## src/rtl/mcb_pkg.sv

```systemverilog
package mcb_pkg;
  localparam int DW        = 64;
  localparam int SEL_W     = 8;
  localparam int VAL_BIT   = 63;
  localparam int OVF_BIT   = 62;
  localparam int UC_BIT    = 61;
  localparam int AR_BIT    = 55;
  localparam int INPROG_BIT = 2;

  typedef enum logic [1:0] {
    RES_LOGGED  = 2'd0,
    RES_IGNORED = 2'd1,
    RES_DROPPED = 2'd2,
    RES_RESET   = 2'd3
  } res_e;

  typedef enum logic [1:0] {
    WT_CTL    = 2'd0,
    WT_STATUS = 2'd1,
    WT_GSTAT  = 2'd2,
    WT_NONE   = 2'd3
  } wtgt_e;

  typedef struct packed {
    logic          wr_status;
    logic          wr_data;
    logic          wr_gstat;
    logic          irq;
    logic          rst_req;
    res_e          code;
    logic [DW-1:0] new_status;
  } act_t;
endpackage

```

## src/rtl/mcb_decide.sv

```systemverilog
module mcb_decide
  import mcb_pkg::*;
#(
  parameter int NUM_BANKS = 4
) (
  input  logic [SEL_W-1:0] rep_bank,
  input  logic [DW-1:0]    rep_status,
  input  logic             rep_uncond,
  input  logic [7:0]       cap_banks,
  input  logic             cap_gctl_p,
  input  logic [DW-1:0]    gctl,
  input  logic             mce_en,
  input  logic             in_prog,
  input  logic [DW-1:0]    cur_status,
  input  logic [DW-1:0]    cur_ctl,
  output act_t             act
);
  localparam logic [SEL_W-1:0] HW_BANKS = SEL_W'(NUM_BANKS);

  logic bank_ok, is_uc, is_ar, prev_val, prev_uc, uc_blocked;

  assign bank_ok    = (rep_bank < cap_banks) && (rep_bank < HW_BANKS);
  assign is_uc      = rep_status[UC_BIT];
  assign is_ar      = rep_status[AR_BIT];
  assign prev_val   = cur_status[VAL_BIT];
  assign prev_uc    = cur_status[UC_BIT];
  assign uc_blocked = (cap_gctl_p && !(&gctl)) || !(&cur_ctl);

  always_comb begin
    act            = '0;
    act.code       = RES_DROPPED;
    act.new_status = rep_status;
    if (!bank_ok || !rep_status[VAL_BIT]) begin
      act.code = RES_DROPPED;
    end else if (!rep_uncond && !is_ar && in_prog) begin
      act.code = RES_IGNORED;
    end else if (is_uc) begin
      if (uc_blocked) begin
        act.code = RES_DROPPED;
      end else if (!mce_en || in_prog) begin
        act.code    = RES_RESET;
        act.rst_req = 1'b1;
      end else begin
        act.code      = RES_LOGGED;
        act.wr_status = 1'b1;
        act.wr_data   = 1'b1;
        act.wr_gstat  = 1'b1;
        act.irq       = 1'b1;
        act.new_status[OVF_BIT] = rep_status[OVF_BIT] | prev_val;
      end
    end else if (!prev_val || !prev_uc) begin
      act.code      = RES_LOGGED;
      act.wr_status = 1'b1;
      act.wr_data   = 1'b1;
      act.new_status[OVF_BIT] = rep_status[OVF_BIT] | prev_val;
    end else begin
      act.code       = RES_LOGGED;
      act.wr_status  = 1'b1;
      act.new_status = cur_status;
      act.new_status[OVF_BIT] = 1'b1;
    end
  end
endmodule

```

## src/rtl/mcb_bank_store.sv

```systemverilog
module mcb_bank_store
  import mcb_pkg::*;
#(
  parameter int IW = 2
) (
  input  logic          clk,
  input  logic          rst,
  input  logic [IW-1:0] lk_idx,
  output logic [DW-1:0] lk_status,
  output logic [DW-1:0] lk_ctl,
  input  logic          st_we,
  input  logic [IW-1:0] st_idx,
  input  logic [DW-1:0] st_data,
  input  logic          ctl_we,
  input  logic [IW-1:0] ctl_idx,
  input  logic [DW-1:0] ctl_data,
  input  logic          dat_we,
  input  logic [IW-1:0] dat_idx,
  input  logic [DW-1:0] dat_addr,
  input  logic [DW-1:0] dat_misc,
  input  logic [IW-1:0] rd_idx,
  output logic [DW-1:0] rd_status,
  output logic [DW-1:0] rd_ctl,
  output logic [DW-1:0] rd_addr,
  output logic [DW-1:0] rd_misc
);
  localparam int DEPTH = 1 << IW;

  logic [DW-1:0] st_q   [DEPTH];
  logic [DW-1:0] ctl_q  [DEPTH];
  logic [DW-1:0] addr_m [DEPTH];
  logic [DW-1:0] misc_m [DEPTH];

  // Status and control need a reset value and a same-cycle lookup: flops.
  for (genvar g = 0; g < DEPTH; g++) begin : g_bank
    always_ff @(posedge clk) begin
      if (rst) begin
        st_q[g]  <= '0;
        ctl_q[g] <= '1;
      end else begin
        if (st_we && st_idx == IW'(g))
          st_q[g] <= st_data;
        if (ctl_we && ctl_idx == IW'(g))
          ctl_q[g] <= ctl_data;
      end
    end
  end

  assign lk_status = st_q[lk_idx];
  assign lk_ctl    = ctl_q[lk_idx];

  // Address and auxiliary words: plain RAM, no reset, registered read.
  always_ff @(posedge clk) begin
    if (dat_we) begin
      addr_m[dat_idx] <= dat_addr;
      misc_m[dat_idx] <= dat_misc;
    end
    rd_addr <= addr_m[rd_idx];
    rd_misc <= misc_m[rd_idx];
  end

  always_ff @(posedge clk) begin
    if (rst) begin
      rd_status <= '0;
      rd_ctl    <= '1;
    end else begin
      rd_status <= st_q[rd_idx];
      rd_ctl    <= ctl_q[rd_idx];
    end
  end
endmodule

```

## src/rtl/mcb_logger.sv

```systemverilog
module mcb_logger
  import mcb_pkg::*;
#(
  parameter  int NUM_BANKS = 4,
  localparam int IW = (NUM_BANKS > 1) ? $clog2(NUM_BANKS) : 1
) (
  input  logic             clk,
  input  logic             rst,
  input  logic [7:0]       cap_banks,
  input  logic             cap_gctl_p,
  input  logic [DW-1:0]    gctl,
  input  logic             mce_en,
  input  logic             rep_valid,
  input  logic [SEL_W-1:0] rep_bank,
  input  logic [DW-1:0]    rep_status,
  input  logic [DW-1:0]    rep_gstatus,
  input  logic [DW-1:0]    rep_addr,
  input  logic [DW-1:0]    rep_misc,
  input  logic             rep_uncond,
  input  logic             wr_en,
  input  logic [1:0]       wr_target,
  input  logic [IW-1:0]    wr_bank,
  input  logic [DW-1:0]    wr_data,
  input  logic [IW-1:0]    rd_bank,
  output logic             res_valid,
  output logic [1:0]       res_code,
  output logic             mce_irq,
  output logic             reset_req,
  output logic [DW-1:0]    gstat_o,
  output logic [DW-1:0]    rd_status,
  output logic [DW-1:0]    rd_ctl,
  output logic [DW-1:0]    rd_addr,
  output logic [DW-1:0]    rd_misc
);
  logic [IW-1:0] rep_idx;
  logic [DW-1:0] cur_status, cur_ctl;
  act_t          act;
  logic          wr_ok;
  logic          st_we;
  logic [IW-1:0] st_idx;
  logic [DW-1:0] st_data;

  assign rep_idx = rep_bank[IW-1:0];
  assign wr_ok   = wr_en && !rep_valid;

  mcb_decide #(.NUM_BANKS(NUM_BANKS)) u_decide (
    .rep_bank   (rep_bank),
    .rep_status (rep_status),
    .rep_uncond (rep_uncond),
    .cap_banks  (cap_banks),
    .cap_gctl_p (cap_gctl_p),
    .gctl       (gctl),
    .mce_en     (mce_en),
    .in_prog    (gstat_o[INPROG_BIT]),
    .cur_status (cur_status),
    .cur_ctl    (cur_ctl),
    .act        (act)
  );

  assign st_we   = rep_valid ? act.wr_status : (wr_ok && wr_target == WT_STATUS);
  assign st_idx  = rep_valid ? rep_idx : wr_bank;
  assign st_data = rep_valid ? act.new_status : wr_data;

  mcb_bank_store #(.IW(IW)) u_store (
    .clk       (clk),
    .rst       (rst),
    .lk_idx    (rep_idx),
    .lk_status (cur_status),
    .lk_ctl    (cur_ctl),
    .st_we     (st_we),
    .st_idx    (st_idx),
    .st_data   (st_data),
    .ctl_we    (wr_ok && wr_target == WT_CTL),
    .ctl_idx   (wr_bank),
    .ctl_data  (wr_data),
    .dat_we    (rep_valid && act.wr_data),
    .dat_idx   (rep_idx),
    .dat_addr  (rep_addr),
    .dat_misc  (rep_misc),
    .rd_idx    (rd_bank),
    .rd_status (rd_status),
    .rd_ctl    (rd_ctl),
    .rd_addr   (rd_addr),
    .rd_misc   (rd_misc)
  );

  always_ff @(posedge clk) begin
    if (rst) begin
      gstat_o <= '0;
    end else if (rep_valid && act.wr_gstat) begin
      gstat_o <= rep_gstatus;
    end else if (wr_ok && wr_target == WT_GSTAT) begin
      gstat_o <= wr_data;
    end
  end

  always_ff @(posedge clk) begin
    if (rst) begin
      res_valid <= 1'b0;
      res_code  <= RES_LOGGED;
      mce_irq   <= 1'b0;
      reset_req <= 1'b0;
    end else begin
      res_valid <= rep_valid;
      res_code  <= rep_valid ? act.code : RES_LOGGED;
      mce_irq   <= rep_valid && act.irq;
      reset_req <= rep_valid && act.rst_req;
    end
  end
endmodule

```

## config.mk

```make
export PLATFORM = sky130hd
export DESIGN_NAME = mcb_logger
export DESIGN_NICKNAME = d
export VERILOG_FILES = /design/src/rtl/mcb_pkg.sv /design/src/rtl/mcb_decide.sv /design/src/rtl/mcb_bank_store.sv /design/src/rtl/mcb_logger.sv
export SDC_FILE = /design/constraint.sdc
export NUM_CORES = 2
export LEC_CHECK = 0
export ABC_AREA = 1
export BUFFER_PORTS_ARGS = -buffer_cell sky130_fd_sc_hd__buf_4
export CAP_MARGIN = 20
export CORE_MARGIN = 5
export CORE_UTILIZATION = 35
export CTS_CLUSTER_DIAMETER = 80
export DETAILED_ROUTE_END_ITERATION = 12
export PLACE_DENSITY = 0.65
export SLEW_MARGIN = 20
export SYNTH_ARGS = -nofsm -noshare
export SYNTH_HDL_FRONTEND = slang
export SYNTH_SLANG_ARGS = --single-unit
```

## constraint.sdc

```tcl
create_clock -name clk -period 9.4 [get_ports clk]
set_input_delay 0.94 -clock clk [delete_from_list [all_inputs] [get_ports clk]]
set_output_delay 0.94 -clock clk [all_outputs]
set_load 0.05 [all_outputs]
```

### Word level (Yosys, flattened, before mapping)

Memories as Yosys holds them, arrays and structs flattened. A register that Yosys moved wholly into a read port is not among the register bits.
Cells that the tools add are included.

| word-level totals | value |
|---|---|
| flip-flop bits (word level) | 69 |
| RAM bits | 1024 |
| input port bits | 413 |
| output and inout port bits | 325 |
| word-level logic and storage cells | 136 |
| memories kept | 4 |

Memory list:

| memory | words | width | rd ports | clocked after memory_dff | write ports | RTL line | text |
|---|---|---|---|---|---|---|---|
| u_store.addr_m | 4 | 64 | 1 | 1 | 1 | mcb_bank_store.sv:31 | `logic [DW-1:0] addr_m [DEPTH];` |
| u_store.ctl_q | 4 | 64 | 2 | 1 | 4 | mcb_bank_store.sv:30 | `logic [DW-1:0] ctl_q [DEPTH];` |
| u_store.misc_m | 4 | 64 | 1 | 1 | 1 | mcb_bank_store.sv:32 | `logic [DW-1:0] misc_m [DEPTH];` |
| u_store.st_q | 4 | 64 | 2 | 1 | 4 | mcb_bank_store.sv:29 | `logic [DW-1:0] st_q [DEPTH];` |

| operators by class | value |
|---|---|
| magnitude comparators | 2 |
| equal/unequal tests | 8 |
| multiplexer cells | 64 |
| bitwise operators | 10 |
| reductions and logical operators | 42 |

Operators by type and width:

| kind | number |
|---|---|
| 64-bit two-way mux | 13 |
| 64-bit AND reduction | 2 |
| 62-bit two-way mux | 2 |
| 1-bit two-way mux | 37 |
| 1-bit logical AND | 20 |
| 5-bit two-way mux | 3 |
| 2-bit two-way mux | 7 |
| 2-bit equality test (second input constant) | 5 |
| 1-bit logical NOT | 10 |
| 1-bit OR | 9 |
| 8-bit by 3-bit < comparator with 1-bit output (second input constant) | 1 |
| 8-bit < comparator | 1 |
| 2-bit by 1-bit equality test with 1-bit output (second input constant) | 3 |
| 2-bit logical NOT | 3 |
| 1-bit logical OR | 4 |
| 4-bit two-way mux | 1 |
| 3-bit two-way mux | 1 |
| 3-bit OR reduction | 1 |
| 2-bit nonzero test | 1 |
| 2-bit OR reduction | 1 |
| 1-bit inverter | 1 |

### Longest topological paths before layout

| depth | value |
|---|---|
| depth in word-level cells | 14 |
| depth in mapped cells | 21 |
| mapped depth without buffers | 17 |

### Modules after synthesis

A second synthesis with hierarchy kept.

| unflattened totals | value |
|---|---|
| cells, all modules | 6696 |
| area total of the unflattened synthesis | 60603.1 µm² |

By module, submodules not included:

| module | times used | cells an instance | area an instance (µm²) | seq. area each (µm²) |
|---|---|---|---|---|
| mcb_bank_store | 1 | 4971 | 51665.8 | 35874.4 |
| mcb_logger | 1 | 873 | 4793.3 | 1381.3 |
| mcb_decide | 1 | 852 | 4144.0 | 0.0 |

### Worst setup path after synthesis

OpenSTA, ideal clock, no wires.

| timing path | value |
|---|---|
| path type | input-to-reg |
| from | input port rep_bank[0] |
| to | memory u_store.addr_m[0][0], enable pin |
| setup time | 0.616 ns |
| data arrival time | 8.007 ns |
| data required time | 8.784 ns |
| setup slack | 0.776 ns |
| stages | 19 |
| path buffers | 3 |
| cells stage by stage | buf_6 -> inv_2 -> buf_6 -> buf_2 -> nand2_1 -> o21ai_1 -> nand2_1 -> nand2_1 -> nand2_1 -> nor2_1 -> nand2_1 -> nor2_1 -> nand3_1 -> nor2_2 -> nand2_1 -> nand2_2 -> nand2_2 -> or2_2 -> nor2_1 |

| on the way | value |
|---|---|
| cells in the longest elaborated chain, start to end | 11 |
| elaborated cells on any way between the ends | 21 |
| those cells by class | order compare (2); mux (7); reduce/logical (10); memory (2) |

RTL lines:

| element | RTL line | text |
|---|---|---|
| start: declaration | mcb_logger.sv:14 | `input logic [SEL_W-1:0] rep_bank,` |
| memory 4 x 64 bit | n/a |  |
| 64-bit AND reduction | mcb_decide.sv:27 | `assign uc_blocked = (cap_gctl_p && !(&gctl)) \|\| !(&cur_ctl);` |
| 1-bit logical NOT | mcb_decide.sv:27 |  |
| 1-bit logical OR | mcb_decide.sv:27 |  |
| 5-bit two-way mux | mcb_decide.sv:38 | `if (uc_blocked) begin` |
| 2-bit two-way mux | mcb_decide.sv:37 | `end else if (is_uc) begin` |
| 5-bit two-way mux | mcb_decide.sv:35 | `end else if (!rep_uncond && !is_ar && in_prog) begin` |
| 5-bit two-way mux | mcb_decide.sv:33 | `if (!bank_ok \|\| !rep_status[VAL_BIT]) begin` |
| 1-bit logical AND | mcb_logger.sv:76 | `.dat_we (rep_valid && act.wr_data),` |
| 1-bit two-way mux | mcb_bank_store.sv:54 | `if (dat_we) begin` |
| 1-bit two-way mux (implied by the code) | mcb_bank_store.sv:55 | `addr_m[dat_idx] <= dat_addr;` |
| end: declaration | mcb_bank_store.sv:31 |  |

Several ways; a longest one is shown, not always the timed one.

### Worst setup path after layout

| timing path | value |
|---|---|
| from | input port rep_bank[1] |
| to | memory u_store.addr_m[0][59], enable pin |

The elaborated chain is that of the path after synthesis.

==> results.tsv <==
stage	metric	value	unit
status	status	complete, no violations	
timing	final setup violation count	0	
clocking	# resized after CTS	0	
global_route	grt met1 use	27.7	%
critical_path	CP Data Arrival Time	6.07	ns
global_route	GR peak layer	met2	
floorplan	I/O pin count	738	
floorplan	full die area	167000	sq um
clocking	cts hold-fix bufs	0	
placement	Buffers on Ports	737	
layout	share of cells above drive strength 1	18.3	%
layout	NumNets Final	6373	
global_route	total gr overflow	0	
power_and_ir_drop	Clock power frac	41.9	%
critical_path	Worst setup EP type	flop	
timing	Fin. Hold Viols	0	
power_and_ir_drop	P_leak	25.6	nW
logic_synthesis	Unique masters post-synth	37	
critical_path	Critical Path Fanout Max	52	
global_route	initial antenna violation count	17	
clocking	TritonCTS Buffers	150	
timing	Slew @ Worst Pin	1.13	ns
timing	WHS	0.383	ns
logic_synthesis	Yosys Warn Count	0	
clocking	CTS tree	built	
timing	RSZ-0062 raised after global routing	false	
power_and_ir_drop	NetSw	3.56	mW
detailed_routing	WL/cell	22.7	um
detailed_routing	drt via density	5.25	
clocking	post-CTS setup buffer count	0	
floorplan	Initial Utilization	35.2	%
hold_path	HP Class	input pin to flop	
clocking	Skew-Pair Late Insertion Delay	0.77	ns
logic_synthesis	Mapped Area	55500	sq um
power_and_ir_drop	sequential power share	47.8	%
clocking	H-tree levels	4	
logic_synthesis	Post-synth ARST share	0	%
logic_synthesis	Post-synth EDFFs	1024	
clocking	TritonCTS Sinks	1349	
logic_synthesis	Post-synth top flop	edfxtp_1	
critical_path	crit start category	input pin	
logic_synthesis	Syn Area/Cell	10.3	sq um
layout	Area Overhead vs Synth	21.9	%
global_route	total track usage	21.2	%
power_and_ir_drop	Worst VDD drop	0.000181	V
timing	period utilization	60.1	%
timing	relative slew slack	24.8	%
floorplan	Die W	408	um
timing	fin. max-slew vios	0	
power_and_ir_drop	Sw Ratio	25.3	%
logic_synthesis	Net Count, Synth	5795	
critical_path	CP required	9.82	ns
timing	Tmin final	5.65	ns
logic_synthesis	Yosys top cell by area	edfxtp_1	
placement	Placer Congestion	0.835	
power_and_ir_drop	Overall Power	14.1	mW
clocking	Reg clk slew, reported paths	0.06	ns
clocking	CTS max path bufs	3	
power_and_ir_drop	power share of the combinational group	10.3	%
global_route	M3 GR Usage	6.10	%
global_route	pin count of the biggest net entering global routing	215	
global_route	met2 Use GR	34.0	%
logic_synthesis	Area contributors post-synth	edfxtp_1 (55%), dfxtp_1 (12%), nand2_1 (7.0%)	
detailed_routing	via count	42788	
floorplan	Die Y	408	um
floorplan	Rows	146	
clocking	Clk Tree Root Cell	clkbuf_16	
critical_path	Crit Path Category	input pin to flop	
job	max-cap viol count	0	
floorplan	core area	158000	sq um
timing	Fin Clk Skew	0.0333	ns
power_and_ir_drop	PwrDens	208	nW/um^2
detailed_routing	Routed Antenna Nets	0	
global_route	vias in the first global route	40617	
global_route	first-pass GRT wire length	268000	um
logic_synthesis	post-synthesis sequential area ratio	67.1	%
logic_synthesis	Synth top area share	55.4	%
detailed_routing	iteration-0 DRC count of the detailed router	4890	
detailed_routing	DRC errors left	0	
timing	setup TNS	0	ns
detailed_routing	DR pass1 iterations	6	
timing	Peak Freq	177	MHz
power_and_ir_drop	Internal Power	10.5	mW
detailed_routing	drt total wl	185000	um
logic_synthesis	Cells after Synth	5375	
logic_synthesis	register bit total from synthesis	1349	
placement	hpwl dp	116000	um
[worst paths after layout]
path / from / endpoint / slack (ns) / cells after the start
setup / recovery: rep_bank[1] / u_store.addr_m[0][59]$_DFFE_PP_ / 3.75 / 18
hold reg to reg: u_store.misc_m[0][49]$_DFFE_PP_ / u_store.rd_misc[49]$_DFF_P_ / 0.49 / 2
hold / removal: rep_addr[11] / u_store.addr_m[2][11]$_DFFE_PP_ / 0.38 / 1
setup reg to reg: gstat_o[2]$_SDFFE_PP0P_ / u_store.st_q[0][4]$_SDFFCE_PN0P_ / 5.42 / 11
[synth_stat cells (all sizes together) (7+ instances only)]
cell	instances
ha	7
edfxtp	1024
dfxtp	325
or2	50
clkbuf	270
nand2	1033
nand3	23
o22ai	128
a21oi	214
o211ai	158
buf	97
nor2	983
a22oi	65
nand4	68
inv	300
o21a	61
o21ai	553
[cells by family (layout without fill, tap and decap cells)]
kind of cell	after synthesis	count (layout)	share of synthesized area, %
other	0	4	0
adders and majority gates	7	7	0.158
buffers and inverters	667	1368	5.04
and+or+nand+nor	2166	2166	15.4
DFF	1349	1349	67.1
AOI/OAI and AO/OA	1186	1186	12.3
[state kept, by name, indices dropped and copies added, names as in the netlist]
| register | flops |
|---|---|
| u_store.addr_m | 256 |
| u_store.ctl_q | 256 |
| u_store.misc_m | 256 |
| u_store.st_q | 256 |
| gstat_o | 64 |
| u_store.rd_addr | 64 |
| u_store.rd_ctl | 64 |
| u_store.rd_misc | 64 |
| u_store.rd_status | 64 |
| res_code | 2 |
| mce_irq | 1 |
| res_valid | 1 |
| reset_req | 1 |
[worst max-delay path: stages]
cell	delay, ns
buf_4	0.59
nand2_1	0.29
clkinv_2	0.77
buf_4	0.56
nand2_1	0.11
nand3_1	0.10
nand2_1	0.07
nor2_1	0.14
nand2_1	0.07
nor2_1	0.09
nand3_1	0.17
nor2_2	0.18
nand2_1	0.09
nand2_2	0.09
nand2_2	0.10
or2_2	0.45
nor2_4	0.75
buf_4	0.42
[placed cells by master (no fill, tap or decap), types with 44 or more instances in the layout]
| cell | instances |
|---|---|
| o22ai_1 | 128 |
| or2_2 | 50 |
| clkbuf_1 | 44 |
| o21a_1 | 61 |
| o211ai_1 | 158 |
| nand2_1 | 1019 |
| edfxtp_1 | 1024 |
| nand4_1 | 68 |
| o21ai_0 | 544 |
| dfxtp_1 | 325 |
| a22oi_1 | 65 |
| nor2_1 | 970 |
| inv_1 | 293 |
| a21oi_1 | 214 |
| clkbuf_16 | 155 |
| buf_4 | 778 |
[cell type report]
cell class | count | area, sq um
diodes | 4 | 10.0
clock buffers | 219 | 4320
clock inverters | 56 | 642
fillers | 14728 | 90300
inverters | 300 | 1140
multi-input cells | 3359 | 15600
flip-flops and latches | 1349 | 37300
well taps | 2072 | 2590
repair buffers | 793 | 6130
[through the flow]
stage | utilization (%) | setup WS [ns] | instance area (sq um) | std cells
2_1_floorplan | - | 0.776 | 55500 | 5375
4_1_cts | 42.8 | 3.75 | 67700 | 8147
5_1_grt | 42.9 | 3.44 | 67700 | 8149
3_3_place_gp | 39.7 | 2.99 | 62700 | 7872
6_report | 42.9 | 3.75 | 67700 | 8152
3_5_place_dp | 39.7 | 2.92 | 62700 | 7872
[power groups by stage]
stage,Combinational (mW),Clock [mW],Sequential [mW]
floorplan,0.523,0,7.13
global placement,1.44,0,6.84
detailed placement,1.45,0,6.85
CTS,1.46,6.00,6.72
global route,1.55,6.25,6.74
finish,1.45,5.89,6.73
[metal layers]
metal,vias up,wire (um)
met2,2230,85800
met4,12,6480
met1,20649,72800
met5,-,68
met3,312,20000
li1,19585,-
Power figures use the tool's default switching activity.
